File: src/rtl/cpwm_pkg.sv
package cpwm_pkg;

    localparam int DATA_W = 8;
    localparam int ADDR_W = 2;
    localparam int DT_W   = 4;
    localparam int DPS_W  = 2;
    localparam int CS_W   = 2;
    localparam int DIV_W  = (1 << DPS_W) - 1;
    localparam int PRE_W  = (1 << CS_W) - 1;

    localparam logic [ADDR_W-1:0] A_CTRL  = 2'd0;
    localparam logic [ADDR_W-1:0] A_TIMER = 2'd1;
    localparam logic [ADDR_W-1:0] A_DEAD  = 2'd2;
    localparam logic [ADDR_W-1:0] A_FLAG  = 2'd3;

    typedef enum logic [1:0] {
        CM_OFF    = 2'b00,
        CM_TOGGLE = 2'b01,
        CM_CLEAR  = 2'b10,
        CM_SET    = 2'b11
    } cmode_e;

    typedef struct packed {
        logic              inv;
        logic              pwm;
        cmode_e            mode;
        logic [DPS_W-1:0]  dps;
        logic [CS_W-1:0]   cs;
        logic [DT_W-1:0]   dt;
    } cfg_t;

    function automatic logic match_action(input cmode_e m, input logic w);
        case (m)
            CM_TOGGLE: match_action = ~w;
            CM_SET:    match_action = 1'b1;
            default:   match_action = 1'b0;
        endcase
    endfunction

endpackage

File: src/rtl/cpwm_regs.sv
module cpwm_regs
    import cpwm_pkg::*;
(
    input  logic              clk,
    input  logic              rst,
    input  logic              wr_en,
    input  logic [ADDR_W-1:0] wr_addr,
    input  logic [DATA_W-1:0] wr_data,
    input  logic [ADDR_W-1:0] rd_addr,
    input  logic              flag,
    output cfg_t              cfg_q,
    output cfg_t              cfg_d,
    output logic              force_stb,
    output logic              psr_stb,
    output logic              flag_clr,
    output logic [DATA_W-1:0] rd_data
);

    always_comb begin
        cfg_d     = cfg_q;
        force_stb = 1'b0;
        psr_stb   = 1'b0;
        flag_clr  = 1'b0;
        if (wr_en) begin
            case (wr_addr)
                A_CTRL: begin
                    cfg_d.mode = cmode_e'(wr_data[1:0]);
                    cfg_d.pwm  = wr_data[2];
                    force_stb  = wr_data[3];
                    cfg_d.inv  = wr_data[4];
                end
                A_TIMER: begin
                    cfg_d.dps = wr_data[DPS_W-1:0];
                    psr_stb   = wr_data[2];
                    cfg_d.cs  = wr_data[3 +: CS_W];
                end
                A_DEAD:  cfg_d.dt = wr_data[DT_W-1:0];
                default: flag_clr = wr_data[0];
            endcase
        end
    end

    always_ff @(posedge clk) begin
        if (rst) cfg_q <= '0;
        else     cfg_q <= cfg_d;
    end

    always_comb begin
        rd_data = '0;
        case (rd_addr)
            A_CTRL: begin
                rd_data[1:0] = cfg_q.mode;
                rd_data[2]   = cfg_q.pwm;
                rd_data[4]   = cfg_q.inv;
            end
            A_TIMER: begin
                rd_data[DPS_W-1:0]  = cfg_q.dps;
                rd_data[3 +: CS_W]  = cfg_q.cs;
            end
            A_DEAD:  rd_data[DT_W-1:0] = cfg_q.dt;
            default: rd_data[0] = flag;
        endcase
    end

endmodule

File: src/rtl/cpwm_wave.sv
module cpwm_wave
    import cpwm_pkg::*;
(
    input  logic   clk,
    input  logic   rst,
    input  cmode_e mode,
    input  logic   pwm,
    input  logic   cmp_match,
    input  logic   cnt_top,
    input  logic   force_stb,
    input  logic   flag_clr,
    output logic   wave,
    output logic   flag
);

    always_ff @(posedge clk) begin
        if (rst) begin
            wave <= 1'b0;
            flag <= 1'b0;
        end else begin
            flag <= cmp_match | (flag & ~flag_clr);
            if (mode == CM_OFF) begin
                wave <= 1'b0;
            end else if (pwm) begin
                if (cmp_match)    wave <= (mode == CM_SET);
                else if (cnt_top) wave <= (mode != CM_SET);
            end else if (cmp_match | force_stb) begin
                wave <= match_action(mode, wave);
            end
        end
    end

endmodule

File: src/rtl/cpwm_deadtime.sv
module cpwm_deadtime #(
    parameter int CNT_W = 4,
    parameter int SEL_W = 2,
    localparam int DV_W = (1 << SEL_W) - 1
) (
    input  logic             clk,
    input  logic             rst,
    input  logic             sig_in,
    input  logic [CNT_W-1:0] dead_cnt,
    input  logic [SEL_W-1:0] div_sel,
    output logic             sig_out
);

    logic             sig_d;
    logic [CNT_W-1:0] remain;
    logic [DV_W-1:0]  div;
    logic [DV_W-1:0]  div_mask;

    assign div_mask = DV_W'((1 << div_sel) - 1);

    always_ff @(posedge clk) begin
        if (rst) begin
            sig_d   <= 1'b0;
            sig_out <= 1'b0;
            remain  <= '0;
            div     <= '0;
        end else begin
            sig_d <= sig_in;
            if (!sig_in) begin
                sig_out <= 1'b0;
                remain  <= '0;
            end else if (!sig_d) begin
                div <= '0;
                if (dead_cnt == '0) begin
                    sig_out <= 1'b1;
                end else begin
                    sig_out <= 1'b0;
                    remain  <= dead_cnt;
                end
            end else if (remain != '0) begin
                if (div == div_mask) begin
                    div    <= '0;
                    remain <= remain - 1'b1;
                    if (remain == CNT_W'(1)) sig_out <= 1'b1;
                end else begin
                    div <= div + 1'b1;
                end
            end
        end
    end

endmodule

File: src/rtl/cpwm_tmr_presc.sv
module cpwm_tmr_presc #(
    parameter int SEL_W = 2,
    localparam int PW = (1 << SEL_W) - 1
) (
    input  logic             clk,
    input  logic             rst,
    input  logic             restart,
    input  logic [SEL_W-1:0] sel,
    output logic             tick
);

    logic [PW-1:0] cnt;
    logic [PW-1:0] mask;

    assign mask = PW'((1 << sel) - 1);
    assign tick = ((cnt & mask) == mask);

    always_ff @(posedge clk) begin
        if (rst || restart) cnt <= '0;
        else                cnt <= cnt + 1'b1;
    end

endmodule

File: src/rtl/cpwm_out_ctrl.sv
module cpwm_out_ctrl
    import cpwm_pkg::*;
(
    input  logic              clk,
    input  logic              rst,
    input  logic              wr_en,
    input  logic [ADDR_W-1:0] wr_addr,
    input  logic [DATA_W-1:0] wr_data,
    input  logic [ADDR_W-1:0] rd_addr,
    output logic [DATA_W-1:0] rd_data,
    input  logic              cmp_match,
    input  logic              cnt_top,
    output logic              tmr_tick,
    output logic              irq_flag,
    output logic              pwm_out_p,
    output logic              pwm_out_n
);

    cfg_t       cfg_q;
    cfg_t       cfg_d;
    logic       force_stb;
    logic       psr_stb;
    logic       flag_clr;
    logic       wave_q;
    logic [1:0] leg_in;
    logic [1:0] dt_pair;

    cpwm_regs u_regs (
        .clk       (clk),
        .rst       (rst),
        .wr_en     (wr_en),
        .wr_addr   (wr_addr),
        .wr_data   (wr_data),
        .rd_addr   (rd_addr),
        .flag      (irq_flag),
        .cfg_q     (cfg_q),
        .cfg_d     (cfg_d),
        .force_stb (force_stb),
        .psr_stb   (psr_stb),
        .flag_clr  (flag_clr),
        .rd_data   (rd_data)
    );

    cpwm_wave u_wave (
        .clk       (clk),
        .rst       (rst),
        .mode      (cfg_d.mode),
        .pwm       (cfg_d.pwm),
        .cmp_match (cmp_match),
        .cnt_top   (cnt_top),
        .force_stb (force_stb),
        .flag_clr  (flag_clr),
        .wave      (wave_q),
        .flag      (irq_flag)
    );

    cpwm_tmr_presc #(.SEL_W(CS_W)) u_presc (
        .clk     (clk),
        .rst     (rst),
        .restart (psr_stb),
        .sel     (cfg_q.cs),
        .tick    (tmr_tick)
    );

    assign leg_in = {~wave_q, wave_q};

    for (genvar g = 0; g < 2; g++) begin : g_leg
        cpwm_deadtime #(.CNT_W(DT_W), .SEL_W(DPS_W)) u_dt (
            .clk      (clk),
            .rst      (rst),
            .sig_in   (leg_in[g]),
            .dead_cnt (cfg_q.dt),
            .div_sel  (cfg_q.dps),
            .sig_out  (dt_pair[g])
        );
    end

    assign pwm_out_p = dt_pair[0] ^ cfg_q.inv;
    assign pwm_out_n = dt_pair[1] ^ cfg_q.inv;

endmodule

File: config.mk
export PLATFORM = sky130hd
export DESIGN_NAME = cpwm_out_ctrl
export DESIGN_NICKNAME = d
export VERILOG_FILES = /design/src/rtl/cpwm_pkg.sv /design/src/rtl/cpwm_regs.sv /design/src/rtl/cpwm_wave.sv /design/src/rtl/cpwm_deadtime.sv /design/src/rtl/cpwm_tmr_presc.sv /design/src/rtl/cpwm_out_ctrl.sv
export SDC_FILE = /design/constraint.sdc
export NUM_CORES = 1
export LEC_CHECK = 0
export ABC_AREA = 1
export BUFFER_PORTS_ARGS = -buffer_cell sky130_fd_sc_hd__buf_2
export CORE_MARGIN = 1.5
export CORE_UTILIZATION = 35
export DETAILED_ROUTE_END_ITERATION = 10
export PLACE_DENSITY = 0.59
export SYNTH_ARGS = -nofsm -noshare
export SYNTH_HDL_FRONTEND = slang
export SYNTH_SLANG_ARGS = --single-unit
File: constraint.sdc
create_clock -name clk -period 3.78 [get_ports clk]
set_input_delay 0.567 -clock clk [delete_from_list [all_inputs] [get_ports clk]]
set_output_delay 0.567 -clock clk [all_outputs]
set_load 0.01 [all_outputs]
==> impl_metrics.toml <==
[global_routing]
grt_use_total = 0.150
grt_pass1_vias = 1716
antenna_found_initial = 0
grt_max_degree = 12
grt_pass1_wl_um = 7510
overflow = 0

[finish]
n_antenna_cell = 0
area_growth_pct = 12.2
final_common_cell = "nand2_1"
fin_nets = 334
mostFrequentLayoutCells = "nand2_1 (46), dfxtp_1 (35), inv_1 (33)"
drive_gt1_frac = 0.178
design_area_sq_mm = 0.00230
fin_cells = 376

[placement]
place_congestion = 0.750
place_area_sq_mm = 0.00221
place.port_buffers = 22
dpl.hpwl_um = 3350
post-place-cells = 369

[power]
p_int_uw = 637
p_sw_frac = 0.323
seqPwrFrac = 0.459
power_density_mw_per_mm2 = 410
p_leak_uw = 0.00103
power.share.clock = 0.292
pwr-share-comb = 0.249
switchingPower_uw = 304
ir_drop_v = 0.000217

[routing]
dr.pass1.iters = 4
initialDrtViolationCount = 144
via_count = 1760
wire_per_inst_um = 11.4
via_per_inst = 4.68
wirelength_um = 4300
ant_nets = 0
drc = 0

[synth]
synthCells = 280
synthDistinctLibCells = 34
synth_area_sq_mm = 0.00205
synth_fa_ha_area_frac = 0.0794
ys_seq_area_frac = 0.342
synth.avg_cell_area_sq_um = 7.32
synth_top_family_by_area = "simple AND/OR/NAND/NOR gates"
ys_seq_elements = 35
synth_simple_gate_area_share = 0.276
synth_warnings = 0
synthXorXnorAreaFrac = 0.0629
synthMuxAreaShare = 0
synth_compound_area_frac = 0.150

[critical_path]
start_kind = "input pin"
r2r-start = "g_leg[1].u_dt.remain[0]"
r2r_setup_slack_ns = 2.29
critPathKind = "input pin to output port"
end_kind = "output port"
timing.rr.end = "g_leg[1].u_dt.remain[3]"
reg2reg_depth = 8
crit_fanout = 3
crit_arrival_ns = 1.56
cp.required_ns = 3.21

[outcome]
status = "finished clean"

[sta]
clock_skew_ns = 0.00307
tns_ns = 0
finalSetupViolCount = 0
fin_crit_sh = 0.562
rsz0062_at_grt = "false"
whs_ns = 0.479
min_period_ns = 2.12
max_freq_mhz = 471
timing.final.hold_violations = 0
slew_violations = 0

[floorplanning]
die_w_um = 79.5
dieArea_sq_mm = 0.00632
initial_core_util = 0.367
dieHeight_um = 79.5
core_area_sq_mm = 0.00557
ios = 29
rows = 27

[clock_network]
cts_resized = 0
clockBufferDepth = 2
htree_levels = 2
tritoncts = "done"
clk_pin_slew_worst_paths_ns = 0.07
numCtsBuffers = 5
postCtsHoldBufs = 0
cts.sink_count = 35
worstSkewPairLatency_ns = 0.28
clock-root-buffer = "clkbuf_8"
post_cts_buffers = 0

[hold_path]
hold_depth = 2
holdCritStartpoint = "g_leg[0].u_dt.remain[1]"
hold_path_class = "flop to flop"
whs_endpoint = "g_leg[0].u_dt.remain[1]"

[run]
max_cap_viol_count = 0
==> routing by layer <==
| metal | track usage | vias to the layer above | share of wire | routed length, um |
|---|---|---|---|---|
| met5 | 0 | - | 0 | 0 |
| met4 | 0.0491 | 0 | 0.0044 | 19 |
| met3 | 0.0343 | 2 | 0.034 | 146 |
| met2 | 0.240 | 25 | 0.45 | 1940 |
| met1 | 0.199 | 793 | 0.51 | 2190 |
| li1 | - | 940 | - | - |
==> registers in the layout, summed over array words and instances (netlist names) <==
name,cells
g_leg.u_dt.remain,8
u_regs.cfg_q,12
u_wave.flag,1
u_presc.cnt,3
g_leg.u_dt.sig_d,2
u_wave.wave,1
g_leg.u_dt.sig_out,2
g_leg.u_dt.div,6
==> synth_stat cells <==
library cell / number / area, sq um
inv_1: 33 / 124
nor3_1: 2 / 10.0
or2_2: 3 / 18.8
and2_1: 1 / 6.26
o21ai_0: 22 / 110
nand3_1: 19 / 95.1
o22ai_1: 2 / 12.5
o21ai_1: 4 / 20.0
dfxtp_1: 35 / 701
o21bai_1: 1 / 7.51
buf_2: 1 / 5.00
nor2_1: 26 / 97.6
o21ai_2: 1 / 8.76
nand2_4: 2 / 22.5
xnor2_1: 5 / 43.8
nand2_1: 46 / 173
xor2_2: 2 / 32.5
a31o_2: 1 / 8.76
nand3_2: 2 / 20.0
nand2_2: 7 / 43.8
buf_6: 1 / 11.3
inv_2: 2 / 7.51
clkbuf_1: 2 / 7.51
nor2_4: 2 / 22.5
nor3_2: 2 / 20.0
nand4_1: 2 / 12.5
conb_1: 1 / 3.75
a21oi_1: 26 / 130
buf_4: 3 / 22.5
ha_1: 13 / 163
nand3b_1: 3 / 22.5
clkinv_1: 1 / 3.75
a21oi_2: 1 / 8.76
xor2_1: 6 / 52.6
==> critical path: stages <==
cell and delay [ns]:
buf_2 0.12, inv_1 0.08, ha_1 0.16, inv_1 0.06, o22ai_1 0.15, a21oi_1 0.05
o21ai_0 0.20, buf_2 0.17
==> how the worst max path moves through the flow <==
stage / start / endpoint / slack, ns
2_1_floorplan: rd_addr[1] / rd_data[0] / 1.93
3_3_place_gp: rd_addr[1] / rd_data[0] / 1.68
3_5_place_dp: rd_addr[1] / rd_data[0] / 1.68
4_1_cts: rd_addr[1] / rd_data[0] / 1.67
5_1_grt: rd_addr[1] / rd_data[0] / 1.54
6_report: rd_addr[1] / rd_data[0] / 1.66
==> through the flow <==
| step | total power, uW | worst slack [ns] | util |
|---|---|---|---|
| after floorplan | 621 | 1.93 | - |
| after global placement | 671 | 1.68 | 0.396 |
| after detailed placement | 675 | 1.68 | 0.396 |
| after CTS | 953 | 1.67 | 0.412 |
| after global routing | 1010 | 1.54 | 0.412 |
| final | 941 | 1.66 | 0.412 |
==> final cells by class <==
type,count,area [sq um]
clock buffer,6,82.6
clock inverter,1,5.00
fill,605,3280
inverter,36,135
multi-input combinational,204,1170
sequential,35,701
tap,72,90.1
timing repair buffer,22,110
==> cells by family (layout without fill, tap and decap cells) <==
logic type / count (synthesis) / in the layout
AND/OR/NAND/NOR: 117 / 117
XOR/XNOR: 13 / 13
other: 1 / 3
adder cells (fa/ha/maj): 13 / 13
buffers and inverters: 43 / 65
AO/OA/AOI/OAI: 58 / 58
flip-flops: 35 / 35
==> power by group through the flow <==
stage | registers [uW] | logic [uW] | clock network, uW
floorplan | 431 | 190 | 0
global placement | 440 | 231 | 0
detailed placement | 441 | 234 | 0
CTS | 433 | 236 | 284
global route | 438 | 270 | 299
finish | 432 | 234 | 275
(Power assumes the default switching activity.)
